===== config.mk =====
export PLATFORM = sky130hd
export DESIGN_NAME = index_window
export DESIGN_NICKNAME = d
export VERILOG_FILES = /design/src/rtl/ixw_pkg.sv /design/src/rtl/ixw_route.sv /design/src/rtl/ixw_ctrl.sv /design/src/rtl/index_window.sv
export SDC_FILE = /design/constraint.sdc
export NUM_CORES = 1
export LEC_CHECK = 0
export BUFFER_PORTS_ARGS = -buffer_cell sky130_fd_sc_hd__buf_2
export CORE_UTILIZATION = 49
export DETAILED_ROUTE_END_ITERATION = 10
export PLACE_DENSITY_LB_ADDON = 0.05
export SLEW_MARGIN = 20
export SYNTH_ARGS = -nofsm -noshare
export SYNTH_HDL_FRONTEND = slang
export SYNTH_HIERARCHICAL = 1
export SYNTH_SLANG_ARGS = --single-unit

===== constraint.sdc =====
create_clock -name clk -period 3.82 [get_ports clk]
set_input_delay 0.191 -clock clk [delete_from_list [all_inputs] [get_ports clk]]
set_output_delay 0.191 -clock clk [all_outputs]
set_load 0.01 [all_outputs]

===== src/rtl/ixw_pkg.sv =====
package ixw_pkg;

  typedef enum logic [1:0] {
    RT_INDEX,
    RT_REG,
    RT_MEM
  } route_t;

  typedef enum logic [2:0] {
    ST_IDLE,
    ST_REG_REQ,
    ST_REG_RSP,
    ST_MEM_REQ,
    ST_MEM_RSP,
    ST_DONE
  } state_t;

  // size code to byte count: 0->1, 1->2, else 4
  function automatic logic [2:0] size_bytes(input logic [1:0] code);
    case (code)
      2'd0:    return 3'd1;
      2'd1:    return 3'd2;
      default: return 3'd4;
    endcase
  endfunction

  // low n bytes set
  function automatic logic [31:0] byte_mask(input logic [2:0] n);
    logic [5:0] sh;
    sh = 6'd32 - {n, 3'b000};
    return 32'hFFFF_FFFF >> sh;
  endfunction

  // lanes off .. off+n-1, clipped at lane 3
  function automatic logic [3:0] lane_strb(input logic [1:0] off, input logic [2:0] n);
    logic [7:0] w;
    w = (8'd1 << n) - 8'd1;
    w = w << off;
    return w[3:0];
  endfunction

  function automatic logic [31:0] lane_place(input logic [31:0] data, input logic [1:0] off);
    return data << {off, 3'b000};
  endfunction

  function automatic logic [31:0] lane_pick(input logic [31:0] word, input logic [1:0] off,
                                            input logic [2:0] n);
    return (word >> {off, 3'b000}) & byte_mask(n);
  endfunction

  function automatic logic fits_mem(input logic [30:0] idx, input logic [2:0] n,
                                    input int unsigned lim);
    return (33'(idx) + 33'(n)) <= 33'(lim);
  endfunction

endpackage


===== src/rtl/ixw_route.sv =====
module ixw_route
  import ixw_pkg::*;
#(
  parameter int HOST_AW = 14,
  parameter int REG_AW = 14,
  parameter int MEM_AW = 24,
  parameter int unsigned MEM_BYTES = 32'h0100_0000,
  parameter logic [HOST_AW-1:0] IDX_ADDR = '0,
  parameter logic [HOST_AW-1:0] WIN_ADDR = HOST_AW'(4)
) (
  input  logic [HOST_AW-1:0] host_addr,
  input  logic [1:0]         host_size,
  input  logic [31:0]        index,
  output route_t             route,
  output logic [REG_AW-1:0]  reg_word,
  output logic [1:0]         lane_off,
  output logic [2:0]         nbytes,
  output logic [MEM_AW-1:0]  mem_addr,
  output logic               mem_fit
);

  logic              hit_idx;
  logic              hit_win;
  logic [REG_AW-1:0] direct;
  logic [REG_AW-1:0] wsum;

  assign hit_idx = host_addr[HOST_AW-1:2] == IDX_ADDR[HOST_AW-1:2];
  assign hit_win = host_addr[HOST_AW-1:2] == WIN_ADDR[HOST_AW-1:2];
  assign direct  = REG_AW'(host_addr);
  assign wsum    = index[REG_AW-1:0] + REG_AW'(host_addr[1:0]);

  always_comb begin
    nbytes = size_bytes(host_size);
    if (hit_idx) begin
      route    = RT_INDEX;
      lane_off = host_addr[1:0];
      reg_word = {direct[REG_AW-1:2], 2'b00};
    end else if (hit_win && index[31]) begin
      route    = RT_MEM;
      lane_off = 2'd0;
      reg_word = {direct[REG_AW-1:2], 2'b00};
    end else if (hit_win) begin
      route    = RT_REG;
      lane_off = wsum[1:0];
      reg_word = {wsum[REG_AW-1:2], 2'b00};
    end else begin
      route    = RT_REG;
      lane_off = host_addr[1:0];
      reg_word = {direct[REG_AW-1:2], 2'b00};
    end
  end

  assign mem_addr = index[MEM_AW-1:0];
  assign mem_fit  = fits_mem(index[30:0], nbytes, MEM_BYTES);

endmodule


===== src/rtl/ixw_ctrl.sv =====
module ixw_ctrl
  import ixw_pkg::*;
#(
  parameter int REG_AW = 14,
  parameter int MEM_AW = 24,
  parameter int unsigned MEM_BYTES = 32'h0100_0000
) (
  input  logic              clk,
  input  logic              rst_n,
  input  logic              host_req_valid,
  output logic              host_req_ready,
  input  logic              host_req_write,
  input  logic [1:0]        host_req_size,
  input  logic [31:0]       host_req_wdata,
  output logic              host_resp_valid,
  output logic [31:0]       host_resp_rdata,
  input  route_t            route,
  input  logic [REG_AW-1:0] reg_word,
  input  logic [1:0]        lane_off,
  input  logic [2:0]        nbytes,
  input  logic [MEM_AW-1:0] mem_addr,
  input  logic              mem_fit,
  output logic [31:0]       index_q,
  output logic              reg_req_valid,
  input  logic              reg_req_ready,
  output logic              reg_req_write,
  output logic [REG_AW-1:0] reg_req_addr,
  output logic [3:0]        reg_req_strb,
  output logic [31:0]       reg_req_wdata,
  input  logic              reg_rsp_valid,
  input  logic [31:0]       reg_rsp_rdata,
  output logic              mem_req_valid,
  input  logic              mem_req_ready,
  output logic              mem_req_write,
  output logic [MEM_AW-1:0] mem_req_addr,
  output logic [1:0]        mem_req_size,
  output logic [31:0]       mem_req_wdata,
  input  logic              mem_rsp_valid,
  input  logic [31:0]       mem_rsp_rdata
);

  state_t            state;
  logic              wr_q;
  logic [1:0]        off_q;
  logic [2:0]        n_q;
  logic [REG_AW-1:0] raddr_q;
  logic [3:0]        strb_q;
  logic [31:0]       rwd_q;
  logic [MEM_AW-1:0] maddr_q;
  logic [1:0]        msize_q;
  logic [31:0]       mwd_q;
  logic [31:0]       rdata_q;
  logic [7:0]        idx_b [4];

  // named events
  logic        accept;
  logic        idx_we;
  logic        mem_drop;
  logic [3:0]  wr_strb;
  logic [31:0] wr_place;

  assign host_req_ready = (state == ST_IDLE);
  assign accept   = host_req_valid && host_req_ready;
  assign idx_we   = accept && (route == RT_INDEX) && host_req_write;
  assign mem_drop = accept && (route == RT_MEM) && !mem_fit;
  assign wr_strb  = lane_strb(lane_off, nbytes);
  assign wr_place = lane_place(host_req_wdata, lane_off);

  always_ff @(posedge clk or negedge rst_n) begin
    if (!rst_n) begin
      for (int b = 0; b < 4; b++) idx_b[b] <= 8'h00;
    end else if (idx_we) begin
      for (int b = 0; b < 4; b++)
        if (wr_strb[b]) idx_b[b] <= wr_place[8*b +: 8];
    end
  end

  assign index_q = {idx_b[3], idx_b[2], idx_b[1], idx_b[0]};

  always_ff @(posedge clk or negedge rst_n) begin
    if (!rst_n) begin
      state   <= ST_IDLE;
      wr_q    <= 1'b0;
      off_q   <= '0;
      n_q     <= '0;
      raddr_q <= '0;
      strb_q  <= '0;
      rwd_q   <= '0;
      maddr_q <= '0;
      msize_q <= '0;
      mwd_q   <= '0;
      rdata_q <= '0;
    end else begin
      case (state)
        ST_IDLE: begin
          if (accept) begin
            wr_q    <= host_req_write;
            off_q   <= lane_off;
            n_q     <= nbytes;
            raddr_q <= reg_word;
            strb_q  <= wr_strb;
            rwd_q   <= host_req_write ? wr_place : 32'h0;
            maddr_q <= mem_addr;
            msize_q <= host_req_size;
            mwd_q   <= host_req_write ? (host_req_wdata & byte_mask(nbytes)) : 32'h0;
            case (route)
              RT_INDEX: begin
                rdata_q <= host_req_write ? 32'h0 : lane_pick(index_q, lane_off, nbytes);
                state   <= ST_DONE;
              end
              RT_REG: state <= ST_REG_REQ;
              RT_MEM: begin
                if (mem_fit) begin
                  state <= ST_MEM_REQ;
                end else begin
                  rdata_q <= 32'h0;
                  state   <= ST_DONE;
                end
              end
              default: begin
                rdata_q <= 32'h0;
                state   <= ST_DONE;
              end
            endcase
          end
        end
        ST_REG_REQ: if (reg_req_ready) state <= ST_REG_RSP;
        ST_REG_RSP: begin
          if (reg_rsp_valid) begin
            rdata_q <= wr_q ? 32'h0 : lane_pick(reg_rsp_rdata, off_q, n_q);
            state   <= ST_DONE;
          end
        end
        ST_MEM_REQ: if (mem_req_ready) state <= ST_MEM_RSP;
        ST_MEM_RSP: begin
          if (mem_rsp_valid) begin
            rdata_q <= wr_q ? 32'h0 : (mem_rsp_rdata & byte_mask(n_q));
            state   <= ST_DONE;
          end
        end
        default: state <= ST_IDLE;
      endcase
    end
  end

  assign host_resp_valid = (state == ST_DONE);
  assign host_resp_rdata = rdata_q;

  assign reg_req_valid = (state == ST_REG_REQ);
  assign reg_req_write = wr_q;
  assign reg_req_addr  = raddr_q;
  assign reg_req_strb  = strb_q;
  assign reg_req_wdata = rwd_q;

  assign mem_req_valid = (state == ST_MEM_REQ);
  assign mem_req_write = wr_q;
  assign mem_req_addr  = maddr_q;
  assign mem_req_size  = msize_q;
  assign mem_req_wdata = mwd_q;

  assert_busy_after_accept_R10: assert property (@(posedge clk) disable iff (!rst_n)
    accept |=> !host_req_ready);

  assert_resp_pulse_R10: assert property (@(posedge clk) disable iff (!rst_n)
    host_resp_valid |=> !host_resp_valid);

  assert_reg_hold_R10: assert property (@(posedge clk) disable iff (!rst_n)
    reg_req_valid && !reg_req_ready |=> reg_req_valid && $stable(reg_req_addr)
                                        && $stable(reg_req_strb) && $stable(reg_req_wdata));

  assert_mem_hold_R10: assert property (@(posedge clk) disable iff (!rst_n)
    mem_req_valid && !mem_req_ready |=> mem_req_valid && $stable(mem_req_addr)
                                        && $stable(mem_req_size));

  assert_one_port_R10: assert property (@(posedge clk) disable iff (!rst_n)
    !(reg_req_valid && mem_req_valid));

  assert_mem_in_bounds_R4: assert property (@(posedge clk) disable iff (!rst_n)
    mem_req_valid |-> (33'(mem_req_addr) + 33'(size_bytes(mem_req_size))) <= 33'(MEM_BYTES));

  assert_drop_reply_R4: assert property (@(posedge clk) disable iff (!rst_n)
    mem_drop |=> host_resp_valid && (host_resp_rdata == 32'h0) && !mem_req_valid);

  assert_strb_live_R8: assert property (@(posedge clk) disable iff (!rst_n)
    reg_req_valid |-> reg_req_strb != 4'h0);

endmodule


===== src/rtl/index_window.sv =====
module index_window
  import ixw_pkg::*;
#(
  parameter int HOST_AW = 14,
  parameter int REG_AW = 14,
  parameter int unsigned MEM_BYTES = 32'h0100_0000,
  parameter logic [HOST_AW-1:0] IDX_ADDR = '0,
  parameter logic [HOST_AW-1:0] WIN_ADDR = HOST_AW'(4),
  localparam int MEM_AW = $clog2(MEM_BYTES)
) (
  input  logic               clk,
  input  logic               rst_n,
  input  logic               host_req_valid,
  output logic               host_req_ready,
  input  logic               host_req_write,
  input  logic [HOST_AW-1:0] host_req_addr,
  input  logic [1:0]         host_req_size,
  input  logic [31:0]        host_req_wdata,
  output logic               host_resp_valid,
  output logic [31:0]        host_resp_rdata,
  output logic               reg_req_valid,
  input  logic               reg_req_ready,
  output logic               reg_req_write,
  output logic [REG_AW-1:0]  reg_req_addr,
  output logic [3:0]         reg_req_strb,
  output logic [31:0]        reg_req_wdata,
  input  logic               reg_rsp_valid,
  input  logic [31:0]        reg_rsp_rdata,
  output logic               mem_req_valid,
  input  logic               mem_req_ready,
  output logic               mem_req_write,
  output logic [MEM_AW-1:0]  mem_req_addr,
  output logic [1:0]         mem_req_size,
  output logic [31:0]        mem_req_wdata,
  input  logic               mem_rsp_valid,
  input  logic [31:0]        mem_rsp_rdata
);

  route_t            route;
  logic [REG_AW-1:0] reg_word;
  logic [1:0]        lane_off;
  logic [2:0]        nbytes;
  logic [MEM_AW-1:0] mem_addr;
  logic              mem_fit;
  logic [31:0]       index_q;

  ixw_route #(
    .HOST_AW(HOST_AW), .REG_AW(REG_AW), .MEM_AW(MEM_AW), .MEM_BYTES(MEM_BYTES),
    .IDX_ADDR(IDX_ADDR), .WIN_ADDR(WIN_ADDR)
  ) u_route (
    .host_addr(host_req_addr),
    .host_size(host_req_size),
    .index(index_q),
    .route(route),
    .reg_word(reg_word),
    .lane_off(lane_off),
    .nbytes(nbytes),
    .mem_addr(mem_addr),
    .mem_fit(mem_fit)
  );

  ixw_ctrl #(
    .REG_AW(REG_AW), .MEM_AW(MEM_AW), .MEM_BYTES(MEM_BYTES)
  ) u_ctrl (
    .clk(clk),
    .rst_n(rst_n),
    .host_req_valid(host_req_valid),
    .host_req_ready(host_req_ready),
    .host_req_write(host_req_write),
    .host_req_size(host_req_size),
    .host_req_wdata(host_req_wdata),
    .host_resp_valid(host_resp_valid),
    .host_resp_rdata(host_resp_rdata),
    .route(route),
    .reg_word(reg_word),
    .lane_off(lane_off),
    .nbytes(nbytes),
    .mem_addr(mem_addr),
    .mem_fit(mem_fit),
    .index_q(index_q),
    .reg_req_valid(reg_req_valid),
    .reg_req_ready(reg_req_ready),
    .reg_req_write(reg_req_write),
    .reg_req_addr(reg_req_addr),
    .reg_req_strb(reg_req_strb),
    .reg_req_wdata(reg_req_wdata),
    .reg_rsp_valid(reg_rsp_valid),
    .reg_rsp_rdata(reg_rsp_rdata),
    .mem_req_valid(mem_req_valid),
    .mem_req_ready(mem_req_ready),
    .mem_req_write(mem_req_write),
    .mem_req_addr(mem_req_addr),
    .mem_req_size(mem_req_size),
    .mem_req_wdata(mem_req_wdata),
    .mem_rsp_valid(mem_rsp_valid),
    .mem_rsp_rdata(mem_rsp_rdata)
  );

  // reset state of the host side
  assert_reset_idle_R1: assert property (@(posedge clk) disable iff (!rst_n)
    $rose(rst_n) |-> host_req_ready && !host_resp_valid);

endmodule


==> out/metrics.cfg, run 1 <==
[logic_synthesis]
synth_xor_xnor_area_share = 0.0165
ys_types = 74
synthCells = 1066
synth_top_family_by_area = compound AO/OA/AOI/OAI gates
yosys.area.top_type = dfrtp_1
yosys.area_share.adder = 0.0203
synth.most_common_cell = nand2_1
synth.mux.area_fraction = 0.146
ys_seq_elements = 181
ys.flop_type = dfrtp_1
synth_edf_count = 0
synthTopCellsByArea = dfrtp_1 (43%), mux2_2 (9.2%), nand2_1 (7.2%)
async_flop_share = 1.00
yosys.area_share.simple = 0.157
synth_common_cells = nand2_1 (203), dfrtp_1 (181), mux2_2 (87)
syn_area_per_cell_um2 = 9.94
synth-compound-area-share = 0.174
synth_top_area_share = 0.427
seq_area_frac_synth = 0.427
yosysWarnings = 6
netlist_area_mm2 = 0.0106

[cells_and_area]
nets = 1449
antennaDiodeCount = 0
drive_gt1_frac = 0.358
fin_util = 0.615
final_cells = 1600
synthToLayoutAreaGrowth_pct = 22.5

[routing]
wire_per_inst_um = 21.2
drc = 0
wirelength_um = 33900
via_count = 9419
antenna_left = 0
drt-initial-drc-count = 790
viasPerCell = 5.89
dr.pass1.iters = 5

[clocking]
h-tree-depth = 4
cts_tree = built
cts_made_buffers = 17
cts_num_sinks = 181
cts_setup_buffers = 0
clockRootBuffer = clkbuf_16
cts_max_path_buffers = 2
clock_latency_ns = 0.44
path_clk_slew_ns = 0.08

[setup_path]
crit_chain = ha_2, fa_2, a21oi_1, nor4_1, and2_1, xor2_1, a31o_2, a2111oi_4, buf_4, nand3b_1, a21o_1, nand3_1, a21oi_2, buf_12, mux2_2
worst_path_dominant_cell_family = simple AND/OR/NAND/NOR gates
crit_path_max_fanout = 27
end_kind = flip-flop
cpPeakStageDelay_ns = 0.38
cp-start-kind = flip-flop
cp_data_arrival_time_ns = 3.99
critical_path_required_ns = 4.14
worst-path-buf-inv = 2
critPathKind = reg2reg
crit_slowest_cell = dfrtp_1

[floorplan]
die-area_mm2 = 0.0222
die_w_um = 149
core_area_mm2 = 0.0211
pin_count = 266
die_y_um = 149
start_util = 0.502
row_count = 53

[placement]
gp_congestion = 0.909
dp_cells = 1554
port_buffers = 265
place.detailed.hpwl_um = 24600

[timing]
drv_slew = 0
min_period_over_period = 0.961
fin_hold_ws_ns = 0.00793
final.setup_skew_ns = 0.0111
max_freq_mhz = 272
final-setup-viol-count = 0
finalHoldViolCount = 0
relSlewSlack = 0.374
tightest_slew_ns = 0.939
period_minus_slack_ns = 3.67

[pwr]
power_density_mw_per_mm2 = 548
p_leak_uw = 0.00660
irDropWorstVdd_v = 0.000321

[min_path]
hp-class = in2reg

[global_route]
grt-ovfl-total = 0
grt_max_degree = 103
grt_pass1_vias = 8964
grt_first_pass_wirelength_um = 51600
global_route.usage.met1 = 0.446
grtUsageMet3 = 0.0465
grt_usage = 0.308
busiest_layer = met2
antenna_found_initial = 0
met2_usage = 0.485

[flow_run]
drv_cap = 0

[status]
outcome = completed

## state kept, by name, summed over array words and instances (netlist names)
register,count
u_ctrl/host_resp_rdata,32
u_ctrl/index_q,32
u_ctrl/mem_req_addr,24
u_ctrl/mem_req_size,2
u_ctrl/mem_req_wdata,32
u_ctrl/mem_req_write,1
u_ctrl/n_q,3
u_ctrl/off_q,2
u_ctrl/reg_req_addr,14
u_ctrl/reg_req_strb,4
u_ctrl/reg_req_wdata,32
u_ctrl/state,3
## repair_timing
item | 4_1_cts | 5_1_grt
pin swaps | 0 | 4
hold buffers | 14 | 1
setup endpoints to repair | 30 | 32
gates resized for setup | 1 | 8
endpoints found under the hold margin | 114 | 1
## cell families after synthesis
kind of cell | after synthesis
XOR/XNOR | 20
buffers and inverters | 127
other | 1
AND/OR/NAND/NOR | 343
flip-flops | 181
AO/OA/AOI/OAI | 244
multiplexers | 134
adder cells (fa/ha/maj) | 16
## worst register-to-register path, stage by stage, from the launching register on
cell	delay [ns]
dfrtp_1	0.38
ha_2	0.24
fa_2	0.26
a21oi_1	0.14
nor4_1	0.38
and2_1	0.28
xor2_1	0.31
a31o_2	0.24
a2111oi_4	0.04
buf_4	0.15
nand3b_1	0.09
a21o_1	0.12
nand3_1	0.09
a21oi_2	0.24
buf_12	0.22
mux2_2	0.38
## layer usage
layer	share of wire	vias to the layer above
met3	0.061	45
met4	0.017	0
met1	0.45	4641
li1	-	4324
met5	0	-
met2	0.47	409
## path summary, 6_finish.rpt
check,start,endpoint,slack [ns],cells past startpoint
worst max-delay path,u_ctrl/index_q[0],u_ctrl/host_resp_rdata[27],0.15,15
worst min-delay path,host_req_wdata[6],u_ctrl/mem_req_wdata[6],0.008,3
worst max register to register,u_ctrl/index_q[0],u_ctrl/host_resp_rdata[27],0.15,15
worst min register to register,u_ctrl/mem_req_addr[23],u_ctrl/mem_req_addr[23],0.47,2
max in group asynchronous,rst_n,u_ctrl/host_resp_rdata[31],2.47,3
min in group asynchronous,rst_n,u_ctrl/reg_req_addr[8],0.42,2
## cells in the final DEF, fill, tap and decap left out, types with 11 or more instances in the layout
cell type      Yosys  routed
a32oi_1           16      16
nand3_1           21      21
clkbuf_16          0      17
o211ai_1          11      11
nand2_1          203     202
ha_1              14      12
nor2b_1           19      18
inv_1             27      27
o21bai_1          12      12
xor2_1            12      12
buf_4             31      43
mux2i_1           38      38
o21ai_0           56      55
a22oi_1           16      16
dfrtp_1          181     180
buf_2             15     264
mux2_2            87      87
a22o_1            56      56
dlygate4sd3_1      0      15
o2bb2ai_1         15      15
nand4_1           14      14
nor2_1            20      19
## metrics by stage
stage | worst slack [ns] | instance area, um2 | total power, uW | TNS [ns]
after global routing | -0.0362 | 13000 | 7520 | -0.549
after detailed placement | -0.118 | 12200 | 5400 | -2.90
after floorplan | 0.131 | 10600 | 4370 | 0
final | 0.150 | 13000 | 7110 | 0
after global placement | -0.0365 | 12200 | 5370 | -0.895
after CTS | 0.0141 | 12900 | 7130 | 0
## area by class of cell
class | count | area (um2)
timing repair buffer | 327 | 1890
fill | 1829 | 8110
sequential | 181 | 4530
inverter | 27 | 101
multi-input combinational | 759 | 5550
tap | 275 | 344
clock inverter | 14 | 140
clock buffer | 17 | 425
## where the power goes
group / internal [uW] / switching (uW) / leakage (uW)
Sequential: 2380 / 399 / 0.00246
Combinational: 1120 / 1490 / 0.00387
Clock: 866 / 852 / 0.000266
No activity file was read; power rests on OpenSTA's default activity.
==> run 2, diff against run 1 <==
Settings changed: CELL_PAD_IN_SITES_DETAIL_PLACEMENT from default to 0, CELL_PAD_IN_SITES_GLOBAL_PLACEMENT from default to 1, CORE_UTILIZATION 49 to 36, SYNTH_HIERARCHICAL 1 to default.
==> run 2 against run 1 <==
- sequential cell count decreased by 2
- area after synthesis decreased by 3.3%
- count of clock-buffer cells in the layout increased by 1
- critical path type unchanged
- critical endpoint is now u_ctrl.host_resp_rdata[19]
- largest power group unchanged
==> out/metrics.cfg, run 2 <==
[routing]
drc = 0  ; unchanged
via_count = 9943  ; +5.6%
viasPerCell = 5.57  ; -5.4%
dr_wl_met3_um = 2600  ; +26%
highest_layer = met4
wl_met2_um = 18300  ; +15%
dr.pass1.iters = 7  ; +2
wl_met1_um = 18500  ; +20%
antenna_left = 0  ; unchanged
drt-initial-drc-count = 776  ; -1.8%
wirelength_um = 40500  ; +19%
wire_per_inst_um = 22.7  ; +6.9%

[logic_synthesis]
synth.most_common_cell = nand2_1
yosysWarnings = 0  ; -6
synth_xor_xnor_area_share = 0.0188  ; +0.00228
synthTopCellsByArea = dfrtp_1 (44%), nand2_1 (7.2%), mux2i_1 (5.4%)
yosys.area_share.adder = 0.0173  ; -0.00296
ys.flop_type = dfrtp_1
ys_seq_elements = 179  ; -1.1%
async_flop_share = 1.00  ; unchanged
yosys.area.top_type = dfrtp_1
synth_top_family_by_area = compound AO/OA/AOI/OAI gates
synthCells = 1140  ; +6.9%
yosys.area_share.simple = 0.197  ; +0.0394
synth_edf_count = 0  ; unchanged
seq_area_frac_synth = 0.437  ; +0.00989
synth_top_area_share = 0.437  ; +0.00989
netlist_area_mm2 = 0.0102  ; -3.3%
synth.mux.area_fraction = 0.0790  ; -0.0674
syn_area_per_cell_um2 = 8.98  ; -9.6%
ys_types = 67  ; -9.5%
synth-compound-area-share = 0.200  ; +0.0265
synth_common_cells = nand2_1 (196), dfrtp_1 (179), a21oi_1 (70)

[timing]
period_minus_slack_ns = 3.66  ; -0.00647 ns
finalHoldViolCount = 0  ; unchanged
fin_hold_ws_ns = 0.0425  ; +0.0346 ns
drv_slew = 0  ; unchanged
max_freq_mhz = 273  ; +0.18%
tightest_slew_ns = 0.906  ; -0.0334 ns
tns_ns = 0  ; unchanged
relSlewSlack = 0.391  ; +0.0176
min_period_over_period = 0.959  ; -0.00169
rsz0062_at_grt = false
final.setup_skew_ns = 0.0182  ; +0.00705 ns
final-setup-viol-count = 0  ; unchanged

[min_path]
hp-class = in2reg
min-delay-start = host_req_addr[11]

[global_route]
antenna_found_initial = 1  ; +1
grt-ovfl-total = 0  ; unchanged
grt_pass1_vias = 9861  ; +10%
grt_usage = 0.282  ; -0.0268
grt_max_degree = 85  ; -17%
grt_first_pass_wirelength_um = 60700  ; +18%

[placement]
port_buffers = 263  ; -0.75%
gp_congestion = 0.920  ; +1.2%
place.detailed.hpwl_um = 30000  ; +22%
dp_cells = 1736  ; +12%

[cells_and_area]
final_cell_mix = buf_2 (262), nand2_1 (195), dfrtp_1 (179), a21oi_1 (70), o21ai_0 (68)
nets = 1527  ; +5.4%
drive_gt1_frac = 0.279  ; -0.0792
synthToLayoutAreaGrowth_pct = 25.6
n_fill_cell = 2816  ; +54%
final_cells = 1786  ; +12%
fin_util = 0.462  ; -0.154
final_common_cell = buf_2

[setup_path]
crit_path_max_fanout = 32  ; +19%
crit_slowest_cell = fa_1
critical_path_required_ns = 4.17  ; +0.03 ns
crit_start = u_ctrl.index_q[0]
cp_data_arrival_time_ns = 4.01  ; +0.02 ns
end_kind = flip-flop
crit_chain = ha_1, fa_1, a21o_1, or3_1, a311o_1, a211oi_1, o2111ai_1, o31ai_1, and4_1, o21ai_2, buf_12, a31oi_1
cp-start-kind = flip-flop
reg2regPathDepth = 12  ; -3
cpPeakStageDelay_ns = 0.46  ; +0.08 ns
reg2reg_to = u_ctrl.host_resp_rdata[19]
critPathKind = reg2reg
timing.critical_path.to = u_ctrl.host_resp_rdata[19]
r2r-start = u_ctrl.index_q[0]
r2r_setup_slack_ns = 0.16  ; about the same

[clocking]
h-tree-depth = 4  ; unchanged
cts_made_buffers = 17  ; unchanged
cts_max_path_buffers = 2  ; unchanged
clock_latency_ns = 0.44  ; about the same
cts_tree = built
path_clk_slew_ns = 0.08  ; about the same
post_cts_resized = 0  ; -1
clockRootBuffer = clkbuf_16
cts_num_sinks = 179  ; -1.1%

[floorplan]
row_count = 61  ; +15%
pin_count = 266  ; unchanged
die-area_mm2 = 0.0291  ; +31%
die_w_um = 171  ; +15%
core_area_mm2 = 0.0279  ; +32%
start_util = 0.368  ; -0.135
die_y_um = 171  ; +15%

[flow_run]
drv_cap = 0  ; unchanged

[pwr]
irDropWorstVdd_v = 0.000270  ; -16%
p_leak_uw = 0.00624  ; -5.4%
power_density_mw_per_mm2 = 595  ; +8.6%

[status]
outcome = completed

-- run 2: what timing repair did --
item / 4_1_cts / 5_1_grt
endpoints found under the hold margin: 98 / 0
setup buffers: 0 / 0
hold buffers: 17 / 0
setup endpoints to repair: 0 / 0
-- run 2: cell type report --
class	instances	area [um2]	share of cell area
antenna	1	2.50	0.000195
timing repair buffer	335	1940	0.151
clock inverter	14	180	0.0140
inverter	15	56.3	0.00438
multi-input combinational	846	5290	0.411
clock buffer	18	439	0.0341
sequential	179	4480	0.348
tap	378	473	0.0368
-- run 2: logic make-up (layout without fill, tap and decap cells) --
kind of cell | after synthesis | count (layout)
other cells | 1 | 3
compound gates | 301 | 301
mux | 78 | 78
flops | 179 | 179
simple gates | 430 | 430
xor+xnor | 22 | 22
fa+ha+maj | 13 | 13
buf+inv | 116 | 382
-- run 2: how the worst min path moves through the flow --
stage | cells after the start | endpoint | slack (ns)
4_1_cts | 3 | u_ctrl.reg_req_addr[11] | 0.03
2_1_floorplan | 0 | u_ctrl.host_resp_rdata[0] | -0.10
5_1_grt | 3 | u_ctrl.reg_req_addr[4] | 0.06
3_5_place_dp | 1 | u_ctrl.host_resp_rdata[19] | 0.32
6_report | 3 | u_ctrl.reg_req_addr[11] | 0.04
3_3_place_gp | 1 | u_ctrl.host_resp_rdata[19] | 0.31
-- run 2: stage by stage --
stage               setup slack (ns)  instance area [um2]  total power (uW)
floorplan                      0.541                10200              4610
global placement               0.161                12100              5790
detailed placement            0.0551                12100              5810
CTS                            0.190                12900              7700
global route                 0.00324                12900              8140
finish                         0.157                12900              7650
-- run 2: power by group --
part           switching, uW  internal, uW
Sequential               436          2480
Combinational           1670          1200
Clock                    954           910
Total                   3060          4590
-- run 2: routing by layer --
metal | vias to the layer above | track usage
li1 | 4641 | -
met1 | 4864 | 0.390
met2 | 377 | 0.441
met3 | 61 | 0.0490
met4 | 0 | 0.0967
met5 | - | 0
-- run 2: worst max-delay path, delay by kind of cell, from the launching register on --
kind / cells / cell delay [ns]
buffers and inverters: 1 / 0.19
AOI/OAI and AO/OA: 7 / 1.56
adders and majority gates: 2 / 0.70
DFF: 1 / 0.40
and+or+nand+nor: 2 / 0.71
==> run 3, diff against run 2 <==
Settings changed: MAX_ROUTING_LAYER from default to met4.
==> run 3 against run 2 <==
- routed wire length down 0.75%
- design area down 0.27%
- non-clock buffer count down 5
- sequential cell count unchanged
- core utilization down 0.13 points
- power up 0.16%
- register-to-register slack better by 0.05 ns
- maximum frequency up 1.3%
- cell count down 0.28%
- count of clock-buffer cells in the layout unchanged
- first-iteration DRC count down 10%
- critical endpoint is now u_ctrl.host_resp_rdata[24]
- largest cell class unchanged
==> out/metrics.cfg, run 3 (synthesis results as in run 2) <==
[status]
outcome = completed

[pwr]
clkPwrFrac = 0.244  ; about the same
p_leak_uw = 0.00622  ; -0.36%
switching_share = 0.401  ; +0.000772
seq_power_share = 0.380  ; -0.002
power.switching_uw = 3070  ; +0.35%
irDropWorstVdd_v = 0.000353  ; +31%
power_density_mw_per_mm2 = 597  ; +0.43%
p_comb_frac = 0.376  ; about the same
power.internal_uw = 4590  ; about the same
fin_total_pwr_uw = 7660  ; +0.16%

[timing]
tightest_slew_ns = 0.914  ; +0.00833 ns
relSlewSlack = 0.390  ; -0.000903
finalHoldViolCount = 0  ; unchanged
tns_ns = 0  ; unchanged
setup_slack_ns = 0.204  ; +0.0476 ns
min_period_over_period = 0.947  ; -0.0124
period_minus_slack_ns = 3.62  ; -0.0476 ns
rsz0062_at_grt = false
final.setup_skew_ns = 0.0151  ; -0.00311 ns
final-setup-viol-count = 0  ; unchanged
max_freq_mhz = 277  ; +1.3%
drv_slew = 0  ; unchanged
fin_hold_ws_ns = 0.00868  ; -0.0339 ns

[routing]
drc = 0  ; unchanged
dr.pass1.iters = 5  ; -2
drt-initial-drc-count = 696  ; -10%
wire_per_inst_um = 22.6  ; -0.47%
viasPerCell = 5.55  ; -0.25%
via_count = 9890  ; -0.53%
wirelength_um = 40200  ; -0.75%
antenna_left = 0  ; unchanged

[setup_path]
reg2reg_to = u_ctrl.host_resp_rdata[24]
cp-start-kind = flip-flop
cpPeakStageDelay_ns = 0.47  ; about the same
r2r_setup_slack_ns = 0.20  ; +0.05 ns
crit_path_max_fanout = 32  ; unchanged
cp_num_cells = 12  ; unchanged
crit_chain = ha_1, fa_1, a21o_1, or3_1, a311o_1, a211oi_1, o2111ai_1, o31ai_2, and4_4, o21ai_2, buf_12, a31oi_1
reg2regPathDepth = 12  ; unchanged
cp_data_arrival_time_ns = 3.97  ; -0.04 ns
critical_path_required_ns = 4.17  ; about the same
worst-path-buf-inv = 1  ; unchanged
r2r-start = u_ctrl.index_q[0]
end_kind = flip-flop
critPathKind = reg2reg
crit_slowest_cell = fa_1
worst_path_dominant_cell_family = compound AO/OA/AOI/OAI gates

[min_path]
hold_end = u_ctrl.mem_req_size[0]
min-delay-start = host_req_size[0]
hold_depth = 3  ; unchanged
hp-class = in2reg

[placement]
port_buffers = 263  ; unchanged
gp_congestion = 0.914  ; -0.62%
place_ws_ns = 0.0825  ; +0.0274 ns
place.detailed.hpwl_um = 29800  ; -0.52%

[floorplan]
row_count = 61  ; unchanged
die_w_um = 171  ; unchanged
die_y_um = 171  ; unchanged
pin_count = 266  ; unchanged
die-area_mm2 = 0.0291  ; unchanged
start_util = 0.368  ; unchanged
core_area_mm2 = 0.0279  ; unchanged

[flow_run]
drv_cap = 0  ; unchanged

[clocking]
cts_max_path_buffers = 2  ; unchanged
path_clk_slew_ns = 0.09  ; about the same
h-tree-depth = 4  ; unchanged
cts_num_sinks = 179  ; unchanged
clock_latency_ns = 0.44  ; about the same
clockRootBuffer = clkbuf_16
cts_tree = built
cts_made_buffers = 17  ; unchanged
cts_setup_buffers = 0  ; unchanged

[global_route]
grt_max_degree = 92  ; +8.2%
grt-ovfl-total = 0  ; unchanged
grt_usage = 0.292  ; +0.0107
grt_first_pass_wirelength_um = 61200  ; +0.81%
antenna_found_initial = 1  ; unchanged
grt_pass1_vias = 9796  ; -0.66%

[cells_and_area]
drive_gt1_frac = 0.280  ; +0.000996
final_common_cell = buf_2
synthToLayoutAreaGrowth_pct = 25.3
final_cell_mix = buf_2 (262), nand2_1 (195), dfrtp_1 (179), a21oi_1 (70), o21ai_0 (68)
fin_util = 0.460  ; -0.00126
nets = 1522  ; -0.33%

==> run 3: changes by cell type in the layout (fill, tap and decap cells not counted), sizes merged <==
cell,previous run,this run
inv,20,21
clkinv,9,8
buf,318,316
dlygate4sd3,17,14
==> run 3: metrics by stage <==
| step | cells | cell area (um2) |
|---|---|---|
| floorplan | 1141 | 10200 |
| global placement | 1734 | 12100 |
| detailed placement | 1734 | 12100 |
| CTS | 1780 | 12800 |
| global route | 1781 | 12800 |
| finish | 1781 | 12800 |
==> run 3: worst max-delay path by stage <==
stage	from	endpoint	slack, ns
floorplan	host_req_size[0]	u_ctrl.host_resp_rdata[25]	0.54
detailed placement	host_req_size[0]	u_ctrl.host_resp_rdata[28]	0.08
global route	u_ctrl.index_q[0]	u_ctrl.host_resp_rdata[28]	0.04
CTS	u_ctrl.index_q[0]	u_ctrl.host_resp_rdata[28]	0.18
finish	u_ctrl.index_q[0]	u_ctrl.host_resp_rdata[24]	0.20
global placement	host_req_size[1]	u_ctrl.host_resp_rdata[9]	0.15
==> run 3: power by group through the flow <==
stage	Combinational, uW	Sequential (uW)	Clock [uW]
floorplan	1530	3080	0
global placement	2850	2940	0
detailed placement	2890	2930	0
CTS	2900	2910	1910
global route	3190	3000	1980
finish	2880	2910	1870
==> run 3: worst register-to-register path: stages, from the launching register on <==
cell,delay (ns)
dfrtp_1,0.39
ha_1,0.24
fa_1,0.47
a21o_1,0.27
or3_1,0.34
a311o_1,0.36
a211oi_1,0.25
o2111ai_1,0.18
o31ai_2,0.27
and4_4,0.31
o21ai_2,0.08
buf_12,0.19
a31oi_1,0.19
==> run 3: final cells by class <==
cell class / instances / area (um2)
clock inverter: 14 / 183
sequential: 179 / 4480
antenna: 1 / 2.50
fill: 2829 / 15000
inverter: 15 / 56.3
timing repair buffer: 330 / 1900
multi-input combinational: 846 / 5300
tap: 378 / 473
clock buffer: 18 / 439
==> run 3: layer usage <==
layer  vias to the layer above  share of wire  track usage
met1                      4849           0.46        0.400
met2                       361           0.46        0.441
met4                         0          0.022       0.0823
met3                        49          0.064       0.0534
li1                       4631              -            -
met5                         -              0            -
==> run 3: timing repair <==
item,in CTS,in global routing
hold buffers,14,0
resized for setup,0,3
endpoints found under the hold margin,102,0
setup endpoints to repair,0,11
